==> src/rtl/clkctl_pkg.sv <==
package clkctl_pkg;
  localparam int PS_W   = 4;             // prescale field width
  localparam int DS_W   = 2;             // divide-select field width
  localparam int CTRL_W = PS_W + DS_W + 2;

  typedef struct packed {
    logic [PS_W-1:0] psel;
    logic [DS_W-1:0] dsel;
    logic            rsvd;
    logic            en;
  } ctrl_t;
endpackage

==> src/rtl/clkctl_reg.sv <==
module clkctl_reg
  import clkctl_pkg::*;
(
  input  logic              clk,
  input  logic              rst,
  input  logic              wr_en,
  input  logic [CTRL_W-1:0] wr_data,
  output logic [CTRL_W-1:0] rd_data,
  output ctrl_t             ctrl_o
);
  ctrl_t ctrl_q;
  ctrl_t wr_fields;

  always_comb begin
    wr_fields      = ctrl_t'(wr_data);
    wr_fields.rsvd = 1'b0;
  end

  always_ff @(posedge clk) begin
    if (rst)        ctrl_q <= '0;
    else if (wr_en) ctrl_q <= wr_fields;
  end

  assign ctrl_o  = ctrl_q;
  assign rd_data = ctrl_q;

  assert_reset_value_R2: assert property (@(posedge clk)
    rst |=> (rd_data == '0));

  assert_write_store_R1: assert property (@(posedge clk) disable iff (rst)
    wr_en |=> (rd_data[CTRL_W-1:2] == $past(wr_data[CTRL_W-1:2])) && (rd_data[0] == $past(wr_data[0])));

  assert_rsvd_low_R9: assert property (@(posedge clk) disable iff (rst)
    (wr_en && wr_data[1]) |=> !rd_data[1]);
endmodule

==> src/rtl/clkctl_prescaler.sv <==
module clkctl_prescaler #(
  parameter int W = 4
) (
  input  logic         clk,
  input  logic         rst,
  input  logic [W-1:0] reload_i,
  output logic         tick_o
);
  logic [W-1:0] cnt_q;
  logic         zero;

  assign zero = (cnt_q == '0);

  always_ff @(posedge clk) begin
    if (rst) begin
      cnt_q  <= '0;
      tick_o <= 1'b0;
    end else begin
      tick_o <= zero;
      if (zero) cnt_q <= reload_i;   // new value only picked up here
      else      cnt_q <= cnt_q - 1'b1;
    end
  end

  assert_count_down_R3: assert property (@(posedge clk) disable iff (rst)
    (cnt_q != '0) |=> (cnt_q == W'($past(cnt_q) - 1'b1)));

  assert_no_tick_midperiod_R3: assert property (@(posedge clk) disable iff (rst)
    (cnt_q != '0) |=> !tick_o);
endmodule

==> src/rtl/clkctl_clkout.sv <==
module clkctl_clkout #(
  parameter int SEL_W = 2
) (
  input  logic             clk,
  input  logic             rst,
  input  logic             en_i,
  input  logic [SEL_W-1:0] sel_i,
  output logic             clk_out_o,
  output logic             oe_o
);
  localparam int CNT_W = 1 << SEL_W;

  logic [CNT_W-1:0] div_q;
  logic             sel_bit;

  always_comb begin
    sel_bit = 1'b0;
    for (int i = 0; i < CNT_W; i++)
      if (sel_i == SEL_W'(i)) sel_bit = div_q[i];
  end

  always_ff @(posedge clk) begin
    if (rst) begin
      div_q     <= '0;
      clk_out_o <= 1'b0;
      oe_o      <= 1'b0;
    end else begin
      div_q     <= div_q + 1'b1;
      clk_out_o <= en_i & sel_bit;
      oe_o      <= en_i;
    end
  end

  assert_off_low_R8: assert property (@(posedge clk) disable iff (rst)
    !en_i |=> (!clk_out_o && !oe_o));

  assert_half_rate_toggle_R7: assert property (@(posedge clk) disable iff (rst)
    (en_i && sel_i == '0 && $past(en_i) && $past(sel_i) == '0) |=> (clk_out_o != $past(clk_out_o)));
endmodule

==> src/rtl/clkctl_top.sv <==
module clkctl_top
  import clkctl_pkg::*;
(
  input  logic              clk,
  input  logic              rst,
  input  logic              wr_en,
  input  logic [CTRL_W-1:0] wr_data,
  output logic [CTRL_W-1:0] rd_data,
  output logic              tick_o,
  output logic              clk_out_o,
  output logic              clk_out_oe_o
);
  ctrl_t ctrl;

  clkctl_reg u_reg (
    .clk     (clk),
    .rst     (rst),
    .wr_en   (wr_en),
    .wr_data (wr_data),
    .rd_data (rd_data),
    .ctrl_o  (ctrl)
  );

  clkctl_prescaler #(.W(PS_W)) u_presc (
    .clk      (clk),
    .rst      (rst),
    .reload_i (ctrl.psel),
    .tick_o   (tick_o)
  );

  clkctl_clkout #(.SEL_W(DS_W)) u_cko (
    .clk       (clk),
    .rst       (rst),
    .en_i      (ctrl.en),
    .sel_i     (ctrl.dsel),
    .clk_out_o (clk_out_o),
    .oe_o      (clk_out_oe_o)
  );
endmodule

==> config.mk <==
export PLATFORM = sky130hd
export DESIGN_NAME = clkctl_top
export DESIGN_NICKNAME = d
export VERILOG_FILES = /design/src/rtl/clkctl_pkg.sv /design/src/rtl/clkctl_reg.sv /design/src/rtl/clkctl_prescaler.sv /design/src/rtl/clkctl_clkout.sv /design/src/rtl/clkctl_top.sv
export SDC_FILE = /design/constraint.sdc
export NUM_CORES = 1
export LEC_CHECK = 0
export BUFFER_PORTS_ARGS = -buffer_cell sky130_fd_sc_hd__buf_2
export CORE_UTILIZATION = 48
export CTS_CLUSTER_DIAMETER = 50
export DETAILED_ROUTE_END_ITERATION = 8
export GPL_ROUTABILITY_DRIVEN = 0
export PLACE_DENSITY = 0.75
export REMOVE_ABC_BUFFERS = 1
export SETUP_SLACK_MARGIN = 0.5
export SYNTH_ARGS = -nofsm -noshare
export SYNTH_HDL_FRONTEND = slang
export SYNTH_HIERARCHICAL = 1
export SYNTH_SLANG_ARGS = --single-unit
==> constraint.sdc <==
create_clock -name clk -period 1.6 [get_ports clk]
set_clock_uncertainty 0.05 [all_clocks]
set_input_delay 0.32 -clock clk [delete_from_list [all_inputs] [get_ports clk]]
set_output_delay 0.32 -clock clk [all_outputs]
set_load 0.02 [all_outputs]
==> reports/summary.txt, run 1 <==
Area Overhead vs Synth: 37.1%
most frequent cells in the layout: buf_6, nor2_1, dfxtp_2
Final Hold Vio Count: 0
clk sinks: 18
Core Footprint: 1370 µm²
vias post-DR: 556
Synth Cell Area: 742 µm²
clock root buffer: clkbuf_4
vias in the first global route: 493
hold path endpoint: u_reg/ctrl_o[5]
WL final: 1.33 mm
CTS tree: built
reg2reg start: u_presc/cnt_q[1]
largest net degree at the start of global routing: 11
Inst Count DP: 98
Data required, critical path: 1.72 ns
Max IR drop VDD: 0.00101 V
uppermost layer routed: met3
global-route wire length before repair: 2.04 mm
Die Wd: 41.3 µm
Post-DRT Antenna Nets: 0
PortBufs: 19
Syn Area/Cell: 10.3 µm²
final instance area: 1020 µm²
Lkg Pwr: 0.000469 µW
total congestion overflow: 0
fmax: 791 MHz
Tot GR Track Use: 18.8%
clk slew on worst S/H paths: 0.09 ns
Max Root-Sink Buffers: 2
initial antenna violation count: 0
DRC: 0
DPL Wire Length: 800 µm
outcome: complete, no violations
Final period util: 79.0%
non-filler instance count after layout: 111
Max-cap violations: 0
DP Area: 792 µm²
worst setup path class: reg2reg
Met2 Routed Length: 682 µm
Hold WC Path Type: in2reg
Die H: 41.3 µm
Met3 Wirelength: 70 µm
Setup violations, final: 0
fin nets: 111
Setup crit end kind: register
hold buffer count at cts: 0
register-to-register setup slack: 0.34 ns
Vias/cell: 5.01
DR WL/cell: 12.0 µm
Crit Path Max Fanout: 5
Die ar.: 1710 µm²
Ys Warns: 6
Clock Latency Late Sink: 0.28 ns
R2R depth: 5
fin. max-slew vios: 0
fin util: 74.5%
Startpoint Class: register
power per cell area: 1360 nW/µm²
Cells after Synth: 72
initial cell density of the core: 54.3%
hold depth: 3
HP Start: wr_data[5]
io pins: 22
DR iter-0 viols: 2
share of cells above drive strength 1: 59.4%
R2R Path End: u_presc/cnt_q[0]
CTS Buf Count: 3
WHS: 0.215 ns
RSZ-0062 raised after global routing: true
H-tree depth: 1
min cycle time layout: 1.26 ns
Worst Path Arrival: 1.39 ns
antenna cells: 0
Metal-1 WL: 576 µm
setup_tns: 0 ns
First-pass DRT Iterations: 2
Site Rows: 13
repair_timing:
item / CTS / global route
gates resized for setup: 40 / 5
setup buffers: 9 / 1
hold endpoints to repair: 0 / 0
setup endpoints to repair: 15 / 16
pin swaps: 5 / 4
layer usage:
metal,up-vias,track usage [%]
met5,-,0
li1,284,-
met3,0,7.98
met1,257,21.6
met2,15,32.0
met4,0,4.84
power by group:
part | internal [µW] | switching (µW) | total (µW) | leakage (µW)
registers | 530 | 59.7 | 589 | 0.000153
clock network | 87.4 | 121 | 209 | 0.0000138
logic | 334 | 252 | 586 | 0.000302
total | 951 | 433 | 1380 | 0.000469
per-stage QoR:
| step | setup WS [ns] | total power (µW) |
|---|---|---|
| floorplan | 0.311 | 824 |
| global placement | 0.254 | 900 |
| detailed placement | 0.223 | 912 |
| CTS | 0.344 | 1310 |
| global route | 0.275 | 1480 |
| finish | 0.335 | 1380 |
critical path, stage by stage, from the launching register on:
cell and delay [ns]:
dfxtp_2 0.33, inv_2 0.06, ha_4 0.13, or3b_4 0.43, nor2_2 0.11, a211oi_2 0.05
state kept, by name, summed over array words and instances (netlist names):
signal           count
u_reg/ctrl_o         7
u_presc/tick_o       1
u_cko/oe_o           1
u_cko/div_q          4
u_cko/clk_out_o      1
u_presc/cnt_q        4
final cells by class:
class,count,area [µm²]
clock buffer,3,22.5
fill,108,349
inverter,3,11.3
multi-input combinational,42,343
sequential,18,378
tap,15,18.8
timing repair buffer,30,244
worst max path at each step:
| stage | endpoint | depth (start not counted) | slack (ns) | start |
|---|---|---|---|---|
| detailed placement | u_presc/cnt_q[1] | 4 | 0.22 | u_presc/cnt_q[0] |
| global route | u_presc/cnt_q[1] | 4 | 0.28 | u_presc/cnt_q[1] |
| finish | u_presc/cnt_q[0] | 5 | 0.34 | u_presc/cnt_q[1] |
| global placement | u_presc/cnt_q[1] | 4 | 0.25 | u_presc/cnt_q[0] |
| CTS | u_presc/cnt_q[1] | 5 | 0.34 | u_presc/cnt_q[1] |
| floorplan | u_cko/clk_out_o | 2 | 0.31 | u_reg/ctrl_o[3] |
(Power assumes the default switching activity.)
==> inputs of run 2 (changes only) <==
- clock period: 1.6 -> 1.2 ns (I/O delays scaled with it)
==> reports/summary.txt, run 2 (same netlist as run 1, synthesis figures left out) <==
io pins: 22
Final period util: 106%
crit path cell chain: inv_2, ha_4, or3b_4, nor2_2, a211oi_2
violated checks: setup timing
Data required, critical path: 1.34 ns
pre-CTS WS: -0.115 ns
antenna cells: 0
Worst Path Arrival: 1.41 ns
Pwr Total: 1970 µW
Setup crit end kind: register
worst setup path class: reg2reg
vias in the first global route: 477
Final Hold Vio Count: 0
Lkg Pwr: 0.000492 µW
global-route wire length before repair: 1.95 mm
DR iter-0 viols: 1
clock root buffer: clkbuf_4
fin util: 80.4%
setup ws final: -0.0701 ns
power per cell area: 1800 nW/µm²
Tot GR Track Use: 18.9%
Hold WC Path Type: in2reg
Max-cap violations: 0
RSZ-0062 raised after global routing: true
CTS Buf Count: 3
Site Rows: 13
fin nets: 112
DRC: 0
initial antenna violation count: 0
total congestion overflow: 0
Die H: 41.3 µm
initial cell density of the core: 54.3%
min cycle time layout: 1.27 ns
max incr delay on CP: 0.42 ns
Clock Latency Late Sink: 0.29 ns
DR WL/cell: 12.9 µm
Max IR drop VDD: 0.00126 V
crit path max-delay cell type: or3b_4
fmax: 787 MHz
Crit Path Max Fanout: 5
Vias/cell: 5.12
First-pass DRT Iterations: 4
WL final: 1.46 mm
commonest non-fill, non-tap cell in the layout: buf_6
non-filler instance count after layout: 113
outcome: complete, but fails checks
Area Overhead vs Synth: 48.1%
PortBufs: 19
CTS tree: built
Startpoint Class: register
Post-DRT Antenna Nets: 0
DPL Wire Length: 897 µm
Inst Count DP: 102
max reg flops: 7
vias post-DR: 579
clk sinks: 18
most frequent cells in the layout: buf_6, dfxtp_2, nor2_1
hold buffer count at cts: 0
H-tree depth: 1
Max Root-Sink Buffers: 2
share of cells above drive strength 1: 67.3%
largest net degree at the start of global routing: 11
clk slew on worst S/H paths: 0.10 ns
Setup violations, final: 3
WHS: 0.127 ns
Die Wd: 41.3 µm
Core Footprint: 1370 µm²
Layout fillers: 98
fin. max-slew vios: 0
Die ar.: 1710 µm²
## run 2: cell count changes in the layout (fill, tap and decap cells not counted), sizes merged
cell and delta:
clkbuf +1, buf +1
## run 2: critical path, delay by kind of cell, from the launching register on
| kind | cells | cell delay [ns] |
|---|---|---|
| and+or+nand+nor | 2 | 0.53 |
| DFF | 1 | 0.34 |
| adders and majority gates | 1 | 0.13 |
| buffers and inverters | 1 | 0.06 |
| AOI/OAI and AO/OA | 1 | 0.05 |
## run 2: per-stage QoR
stage	instance area [µm²]	setup TNS (ns)
2_1_floorplan	671	-0.249
3_3_place_gp	822	-0.146
3_5_place_dp	822	-0.274
4_1_cts	1070	-0.107
5_1_grt	1100	-0.318
6_report	1100	-0.160
## run 2: timing repair
action,in CTS,in global routing
setup endpoints to repair,19,27
gates resized for setup,58,3
buffers inserted,5,2
pin swaps,13,5
## run 2: path summary, 6_finish.rpt
check / startpoint / to / slack (ns) / cells past startpoint
worst min register to register: u_cko/div_q[0] / u_cko/div_q[0] / 0.42 / 1
worst min-delay path: wr_data[5] / u_reg/ctrl_o[5] / 0.13 / 3
worst max-delay path: u_presc/cnt_q[1] / u_presc/cnt_q[0] / -0.07 / 5
worst max register to register: u_presc/cnt_q[1] / u_presc/cnt_q[0] / -0.07 / 5
## run 2: layout make-up
| cell class | count | area [µm²] | area share [%] |
|---|---|---|---|
| inverters | 3 | 11.3 | 1.03 |
| well taps | 15 | 18.8 | 1.71 |
| multi-input cells | 42 | 374 | 34.1 |
| repair buffers | 31 | 274 | 24.9 |
| clock buffers | 4 | 36.3 | 3.30 |
| flip-flops and latches | 18 | 384 | 35.0 |
## run 2: per-layer routing
metal | wire (µm) | vias to the layer above | track usage, %
li1 | - | 284 | -
met1 | 603 | 274 | 19.0
met2 | 784 | 17 | 34.4
met3 | 55 | 4 | 6.38
met4 | 19 | 0 | 9.68
met5 | 0 | - | 0
## run 2: report_power, final
| part | leakage, µW | internal (µW) | switching (µW) |
|---|---|---|---|
| logic | 0.000317 | 479 | 335 |
| clock network | 0.0000210 | 185 | 182 |
| registers | 0.000154 | 707 | 86.5 |
| total | 0.000492 | 1370 | 603 |
